==> src/rtl/ilv_mac_pkg.sv <==
package ilv_mac_pkg;
  // register stages between an accepted beat and the adder input
  localparam int MUL_STAGES = 2;

  typedef enum logic {CT_TAKE, CT_HOLD} ctl_state_e;

  function automatic int unsigned wrap_inc(int unsigned v, int unsigned n);
    return (v + 1 >= n) ? 0 : v + 1;
  endfunction
endpackage

==> src/rtl/ilv_mac_ctrl.sv <==
module ilv_mac_ctrl
  import ilv_mac_pkg::*;
#(
  parameter int LAT   = 4,
  parameter int IDX_W = 2
) (
  input  logic             clk,
  input  logic             rst_n,
  input  logic             in_valid,
  input  logic             in_last,
  input  logic             fin,
  output logic             in_ready,
  output logic             take,
  output logic [IDX_W-1:0] slot
);
  ctl_state_e       state_q;
  logic [IDX_W-1:0] slot_q;

  assign in_ready = (state_q == CT_TAKE);
  assign take     = in_valid && in_ready;
  assign slot     = slot_q;

  always_ff @(posedge clk or negedge rst_n) begin
    if (!rst_n) begin
      state_q <= CT_TAKE;
      slot_q  <= '0;
    end else begin
      case (state_q)
        CT_TAKE: if (take) begin
          if (in_last) begin
            slot_q  <= '0;
            state_q <= CT_HOLD;
          end else begin
            slot_q <= IDX_W'(wrap_inc(32'(slot_q), LAT));
          end
        end
        CT_HOLD: if (fin) state_q <= CT_TAKE;
        default: state_q <= CT_TAKE;
      endcase
    end
  end
endmodule

==> src/rtl/ilv_mac_mul.sv <==
module ilv_mac_mul #(
  parameter int DATA_W = 32,
  parameter int ACC_W  = 64,
  parameter int IDX_W  = 2
) (
  input  logic             clk,
  input  logic             rst_n,
  input  logic             take,
  input  logic [DATA_W-1:0] a,
  input  logic [DATA_W-1:0] b,
  input  logic [IDX_W-1:0] slot,
  input  logic             last,
  output logic             p_valid,
  output logic [ACC_W-1:0] p_data,
  output logic [IDX_W-1:0] p_slot,
  output logic             p_last
);
  logic              s1_v, s1_last;
  logic [DATA_W-1:0] s1_a, s1_b;
  logic [IDX_W-1:0]  s1_slot;
  logic signed [ACC_W-1:0] xa, xb;

  // sign-extend to the result width; the low ACC_W bits of the product
  // are the same as those of the full-width product
  assign xa = ACC_W'($signed(s1_a));
  assign xb = ACC_W'($signed(s1_b));

  always_ff @(posedge clk or negedge rst_n) begin
    if (!rst_n) begin
      s1_v    <= 1'b0;
      s1_last <= 1'b0;
      s1_a    <= '0;
      s1_b    <= '0;
      s1_slot <= '0;
      p_valid <= 1'b0;
      p_last  <= 1'b0;
      p_data  <= '0;
      p_slot  <= '0;
    end else begin
      s1_v    <= take;
      s1_last <= take && last;
      s1_a    <= a;
      s1_b    <= b;
      s1_slot <= slot;
      p_valid <= s1_v;
      p_last  <= s1_last;
      p_data  <= xa * xb;
      p_slot  <= s1_slot;
    end
  end
endmodule

==> src/rtl/ilv_mac_acc.sv <==
module ilv_mac_acc #(
  parameter int ACC_W = 64,
  parameter int LAT   = 4,
  parameter int IDX_W = 2
) (
  input  logic             clk,
  input  logic             rst_n,
  input  logic             auto_clear,
  input  logic             p_valid,
  input  logic [ACC_W-1:0] p_data,
  input  logic [IDX_W-1:0] p_slot,
  input  logic             p_last,
  output logic             fin,
  output logic             out_valid,
  output logic [ACC_W-1:0] out_data
);
  logic [ACC_W-1:0] part [LAT];
  logic [ACC_W-1:0] s0_sum, total;
  logic             w_v, w_last;
  logic [ACC_W-1:0] w_sum;
  logic [IDX_W-1:0] w_slot;
  logic             fin_q;

  assign s0_sum = part[p_slot] + p_data;
  assign fin    = fin_q;

  // accumulate path: LAT edges from reading a partial to writing it back
  generate
    if (LAT == 1) begin : g_direct
      assign w_v    = p_valid;
      assign w_last = p_last;
      assign w_sum  = s0_sum;
      assign w_slot = p_slot;
    end else begin : g_delay
      logic             dv   [LAT-1];
      logic             dl   [LAT-1];
      logic [ACC_W-1:0] ds   [LAT-1];
      logic [IDX_W-1:0] dsl  [LAT-1];
      always_ff @(posedge clk or negedge rst_n) begin
        if (!rst_n) begin
          for (int i = 0; i < LAT-1; i++) begin
            dv[i]  <= 1'b0;
            dl[i]  <= 1'b0;
            ds[i]  <= '0;
            dsl[i] <= '0;
          end
        end else begin
          dv[0]  <= p_valid;
          dl[0]  <= p_valid && p_last;
          ds[0]  <= s0_sum;
          dsl[0] <= p_slot;
          for (int i = 1; i < LAT-1; i++) begin
            dv[i]  <= dv[i-1];
            dl[i]  <= dl[i-1];
            ds[i]  <= ds[i-1];
            dsl[i] <= dsl[i-1];
          end
        end
      end
      assign w_v    = dv[LAT-2];
      assign w_last = dl[LAT-2];
      assign w_sum  = ds[LAT-2];
      assign w_slot = dsl[LAT-2];
    end
  endgenerate

  always_comb begin
    total = '0;
    for (int k = 0; k < LAT; k++) total = total + part[k];
  end

  always_ff @(posedge clk or negedge rst_n) begin
    if (!rst_n) begin
      for (int k = 0; k < LAT; k++) part[k] <= '0;
      fin_q     <= 1'b0;
      out_valid <= 1'b0;
      out_data  <= '0;
    end else begin
      fin_q     <= w_v && w_last;
      out_valid <= fin_q;
      if (fin_q) out_data <= total;
      if (fin_q && auto_clear) begin
        for (int k = 0; k < LAT; k++) part[k] <= '0;
      end else if (w_v) begin
        part[w_slot] <= w_sum;
      end
    end
  end
endmodule

==> src/rtl/ilv_mac.sv <==
module ilv_mac #(
  parameter int DATA_W   = 32,
  parameter int LAT      = 4,
  parameter bit WIDE_ACC = 1'b1,
  localparam int ACC_W   = WIDE_ACC ? 2*DATA_W : DATA_W
) (
  input  logic              clk,
  input  logic              rst_n,
  input  logic              auto_clear,
  input  logic              in_valid,
  output logic              in_ready,
  input  logic [DATA_W-1:0] in_sample,
  input  logic [DATA_W-1:0] in_coef,
  input  logic              in_last,
  output logic              out_valid,
  output logic [ACC_W-1:0]  out_data
);
  localparam int IDX_W = (LAT > 1) ? $clog2(LAT) : 1;

  logic             take, fin;
  logic [IDX_W-1:0] slot;
  logic             p_valid, p_last;
  logic [ACC_W-1:0] p_data;
  logic [IDX_W-1:0] p_slot;

  ilv_mac_ctrl #(.LAT(LAT), .IDX_W(IDX_W)) ctrl_i (
    .clk(clk), .rst_n(rst_n), .in_valid(in_valid), .in_last(in_last),
    .fin(fin), .in_ready(in_ready), .take(take), .slot(slot)
  );

  ilv_mac_mul #(.DATA_W(DATA_W), .ACC_W(ACC_W), .IDX_W(IDX_W)) mul_i (
    .clk(clk), .rst_n(rst_n), .take(take), .a(in_sample), .b(in_coef),
    .slot(slot), .last(in_last), .p_valid(p_valid), .p_data(p_data),
    .p_slot(p_slot), .p_last(p_last)
  );

  ilv_mac_acc #(.ACC_W(ACC_W), .LAT(LAT), .IDX_W(IDX_W)) acc_i (
    .clk(clk), .rst_n(rst_n), .auto_clear(auto_clear), .p_valid(p_valid),
    .p_data(p_data), .p_slot(p_slot), .p_last(p_last), .fin(fin),
    .out_valid(out_valid), .out_data(out_data)
  );
endmodule

==> config.mk <==
export PLATFORM = sky130hd
export DESIGN_NAME = ilv_mac
export DESIGN_NICKNAME = d
export VERILOG_FILES = /design/src/rtl/ilv_mac_pkg.sv /design/src/rtl/ilv_mac_ctrl.sv /design/src/rtl/ilv_mac_mul.sv /design/src/rtl/ilv_mac_acc.sv /design/src/rtl/ilv_mac.sv
export SDC_FILE = /design/constraint.sdc
export NUM_CORES = 2
export LEC_CHECK = 0
export BUFFER_PORTS_ARGS = -buffer_cell sky130_fd_sc_hd__buf_2
export CORE_ASPECT_RATIO = 1.4
export CORE_MARGIN = 10
export CORE_UTILIZATION = 45
export DETAILED_ROUTE_END_ITERATION = 6
export SYNTH_ARGS = -nofsm -noshare
export SYNTH_HDL_FRONTEND = slang
export SYNTH_SLANG_ARGS = --single-unit
==> constraint.sdc <==
create_clock -name clk -period 9.1 [get_ports clk]
set_input_delay 1.82 -clock clk [delete_from_list [all_inputs] [get_ports clk]]
set_output_delay 1.82 -clock clk [all_outputs]
set_load 0.01 [all_outputs]
## Word-level counts from Yosys, hierarchy flattened

Cells that the tools add are included.

- Flip-flop bits (word level): 665
- Input port bits: 69
- Output and inout bits: 66
- Word-level logic and storage cells: 65

- $add $sub $neg: 5
- Multipliers: 1
- Magnitude comparators: 4
- Mux-type cells: 14
- Bitwise gates (word level): 3
- Reduce and logical (&&, ||, !) cells: 8

Operator list:

| kind | count |
|---|---|
| $mux 256 | 2 |
| $add 64x64->64 | 4 |
| $bwmux 256 | 1 |
| $mux 64 | 3 |
| $bmux 64 s2 | 1 |
| $demux 64 s2 | 1 |
| $mul 32x32->64 | 1 |
| $ge 3x3->1 const B | 3 |
| $logic_and 1x1->1 | 6 |
| $not 2->3 | 2 |
| $mux 2 | 2 |
| $add 2x1->3 const B | 1 |
| $lt 3x1->1 const B | 1 |
| $mux 1 | 3 |
| $pmux 1 s2 | 1 |
| $reduce_and 2->1 | 1 |
| $reduce_bool 2->1 | 1 |
| $not 1->1 | 1 |

## Depth between registers and ports, before layout

- Depth after elaboration: 8
- Mapped depth: 30
- Mapped depth without buffers: 29

## Hierarchy

Synthesis repeated with hierarchy kept, for this count alone.

- Cell total of the unflattened synthesis: 7148
- Area total of the unflattened synthesis: 69922.1 um^2

By module, submodules not included:

| module | times used | cells an instance | area each (um^2) | seq. area each (um^2) |
|---|---|---|---|---|
| ilv_mac_mul | 1 | 4022 | 39689.3 | 3403.3 |
| ilv_mac_acc | 1 | 3115 | 30077.6 | 13162.6 |
| ilv_mac_ctrl | 1 | 11 | 155.1 | 75.1 |

## Worst setup path before layout

OpenSTA, ideal clock, no wires.

- Path kind: reg-to-reg
- From: register mul_i.s1_a[31]
- To: register mul_i.p_data[61]
- Library setup time: 0.079 ns
- Arrival time: 7.501 ns
- Data required time: 9.021 ns
- Setup slack: 1.520 ns
- Stages on the path, launching flop included: 26
- Path buffers: 2
- Period minus slack after synthesis: 7.580 ns
- Cells stage by stage: dfrtp_1 -> clkbuf_1 -> nand2_1 -> inv_1 -> fa_1 -> inv_1 -> fa_1 -> inv_1 -> fa_1 -> fa_1 -> inv_1 -> fa_1 -> inv_1 -> fa_1 -> inv_1 -> fa_1 -> inv_1 -> fa_1 -> ha_1 -> clkbuf_1 -> nand4_1 -> or3_1 -> a211oi_2 -> o21ai_0 -> a21oi_1 -> xor2_1

- Longest elaborated chain between the ends: 1

Ends and longest elaborated chain:

| item | RTL line | text |
|---|---|---|
| start, declared | ilv_mac_mul.sv:19 | `logic [DATA_W-1:0] s1_a, s1_b;` |
| start signal, assigned | ilv_mac_mul.sv:32 | `s1_a <= '0;` |
| start signal, assigned | ilv_mac_mul.sv:42 | `s1_a <= a;` |
| $mul 32x32->64 | ilv_mac_mul.sv:47 | `p_data <= xa * xb;` |
| end signal, assigned | ilv_mac_mul.sv:47 |  |
| end, declared | ilv_mac_mul.sv:14 | `output logic [ACC_W-1:0] p_data,` |

Every way passes these cells.
A chain may end at the register's enable or synchronous reset.

## Worst setup path in the final report

- From: register mul_i.s1_a[10]
- To: register mul_i.p_data[63]

Same word-level chain as after synthesis.

==> results.tsv <==
stage	metric	value	unit
timing	rsz0062_at_grt	no	
die	die_w	349.7	um
finish	fillers	13990	
yosys	synth_edf_count	0	
clock_tree	cts_buffers	72	
critical_path	crit_fanout	22	
grt	antenna_found_initial	5	
drt	first_iter_violations	2983	
worst_hold_path	hold_path.class	reg2reg	
yosys	synth_cell_type_count	91	
drt	first_pass_iters	7	
yosys	yosysWarnings	0	
clock_tree	post_cts_buffers	0	
grt	grt_pass1_vias	51800	
yosys	async_reset_ff_share	100.0	%
finish	nNetsFinal	8315	
die	die_y	481.6	um
critical_path	crit_path_max_incr_delay	0.96	ns
die	rows	169	
yosys	synth_seq_cells	665	
finish	areaGrowthSynthToFinish	7.746	%
yosys	synth_top_cell_by_area	fa_1	
grt	grt_max_degree	189	
timing	period_minus_slack	8.441	ns
clock_tree	ctsResizeCount	0	
place	placed_cell_area	71380	um^2
timing	finalCritPeriodShare	92.75	%
finish	final_common_cell	fa_1	
drt	ant_nets	0	
critical_path	crit_type	reg2reg	
finish	seqCellArea	16650	um^2
timing	finalSetupTns	0	ns
critical_path	critPathSlowestCell	dfrtp_1	
die	start_util	45.25	%
grt	grt.overflow.total	0	
clock_tree	cts_buffer_depth	3	
critical_path	cp_num_buf_inv	6	
timing	relSlewSlack	7.798	%
timing	slew_viol_final	0	
critical_path	cp-start-kind	flop	
critical_path	crit_family	adder cells	
timing	whs	0.3399	ns
timing	finalSetupViolations	0	
yosys	yosys_most_used_dff	dfrtp_1	
drt	viasPerCell	5.399	
clock_tree	htree_levels	3	
yosys	synth-xor-area-share	2.378	%
timing	finalHoldViolCount	0	
clock_tree	root_buffer	clkbuf_16	
drt	wl	188200	um
finish	final_cell_area	73810	um^2
critical_path	cp.arrival	8.97	ns
finish	drive_above_1_share	8.300	%
drt	wl_per_cell	21.51	um
die	core	151400	um^2
yosys	synth-adder-area-share	41.01	%
job	drv_cap	0	
yosys	seq_area_frac_synth	24.29	%
yosys	yosys.area_share.simple	13.67	%
drt	drc	0	
drt	vias	47240	
yosys	synth-compound-area-share	8.086	%
finish	layout_common_cells	fa_1, nand2_1, inv_1	
yosys	synth_top_family_by_area	adder cells	
grt	grt_use_total	22.85	%
yosys	synthCells	6741	
critical_path	required	9.63	ns
die	pin_count	135	
run_status	outcome	finished, final reports clean	
clock_tree	cts_hold_buf	0	
die	dieArea	168500	um^2
yosys	synth_area_per_cell	10.16	um^2
critical_path	crit_top_cell	fa_1	
clock_tree	insertion_delay	0.70	ns
finish	multi_input_area	46710	um^2
yosys	synth.area.top_cells	fa_1, dfrtp_1, nand2_1	
place	place_hpwl	143700	um
timing	finClkSkew	0.03720	ns
place	gp_congestion	0.9330	
timing	worst_pin_slew	1.383	ns
critical_path	end_kind	flop	
yosys	syn-cell-area	68500	um^2
grt	grt_pass1_wl	299400	um
clock_tree	clock_sinks	665	
clock_tree	cts_tree	built	
yosys	synth_mux_area_share	2.992	%
place	port_buffers	134	
clock_tree	clk_pin_slew	0.06	ns
timing	fmax	118.5	MHz
yosys	yosysTopAreaCellShare	35.33	%
yosys	synthesis.nets	8330	
[synthesized netlist by cell type (8+ instances only)]
| cell type | count |
|---|---|
| xor2_1 | 66 |
| or3_1 | 9 |
| or2_2 | 9 |
| o21bai_1 | 33 |
| xnor2_1 | 120 |
| mux4_2 | 64 |
| mux2_2 | 50 |
| nor2b_1 | 20 |
| a31oi_1 | 25 |
| fa_1 | 1209 |
| a21o_1 | 118 |
| o31ai_1 | 8 |
| nand2b_1 | 25 |
| nand2_1 | 1125 |
| and2_1 | 529 |
| nor3_1 | 22 |
| o211ai_1 | 20 |
| o21ai_1 | 14 |
| dfrtp_1 | 665 |
| nand3_1 | 45 |
| o21a_1 | 18 |
| ha_1 | 311 |
| nand4_1 | 37 |
| nor2_1 | 118 |
| a21oi_1 | 436 |
| a211oi_1 | 22 |
| buf_2 | 10 |
| buf_1 | 22 |
| clkbuf_1 | 314 |
| o21ai_0 | 97 |
| and3_1 | 24 |
| inv_1 | 1022 |
[routing by layer]
| metal | vias to the layer above | GRT usage, % | share of wire (%) |
|---|---|---|---|
| met4 | 4 | 8.344 | 3.8 |
| met1 | 24540 | 29.18 | 41 |
| met3 | 370 | 3.378 | 5.6 |
| met2 | 1431 | 39.21 | 50 |
| li1 | 20890 | - | - |
| met5 | - | 0 | 0.014 |
[state kept, by name (all words and copies together) (netlist names), 4 cells and up]
| register | cells |
|---|---|
| acc_i.w_sum | 64 |
| mul_i.s1_b | 32 |
| mul_i.p_data | 64 |
| acc_i.g_delay.dsl | 4 |
| acc_i.g_delay.ds | 128 |
| acc_i.part | 256 |
| acc_i.out_data | 64 |
| mul_i.s1_a | 32 |
[stage by stage]
stage | cells | utilization [%] | setup slack [ns]
global route | 8750 | 48.75 | 0.2657
finish | 8750 | 48.75 | 0.6594
floorplan | 6741 | - | 1.520
detailed placement | 8618 | 47.15 | 0.7103
global placement | 8618 | 47.15 | 0.7066
CTS | 8749 | 48.75 | 0.6493
[logic make-up (layout without fill, tap and decap cells)]
family,count (synthesis),in the layout
multiplexers,118,118
XOR/XNOR,186,186
AND/OR/NAND/NOR,1995,1995
other,0,1
adder cells (fa/ha/maj),1520,1520
AO/OA/AOI/OAI,884,884
buffers and inverters,1373,1415
flip-flops,665,665
[cell type report]
type / instances / share of cell area, %
diodes: 1 / 0.003390
inverters: 1023 / 5.203
repair buffers: 261 / 2.333
multi-input cells: 4703 / 63.28
clock buffers: 95 / 2.763
clock inverters: 36 / 0.5221
flip-flops and latches: 665 / 22.56
well taps: 1966 / 3.333
[path summary, 6_finish.rpt]
| path | endpoint | from | cells after the start | slack [ns] |
|---|---|---|---|---|
| min in group asynchronous | acc_i.out_data[55] | rst_n | 1 | 1.16 |
| max reg2reg | mul_i.p_data[63] | mul_i.s1_a[10] | 25 | 0.66 |
| min reg2reg | acc_i.g_delay.ds[101] | acc_i.g_delay.ds[165] | 0 | 0.34 |
| max in group asynchronous | mul_i.s1_a[2] | rst_n | 3 | 6.06 |
| max | mul_i.p_data[63] | mul_i.s1_a[10] | 25 | 0.66 |
| min | acc_i.g_delay.ds[101] | acc_i.g_delay.ds[165] | 0 | 0.34 |
Power is not shown: default switching activity piles up to over one toggle a cycle in this logic, so the estimate is an artifact.
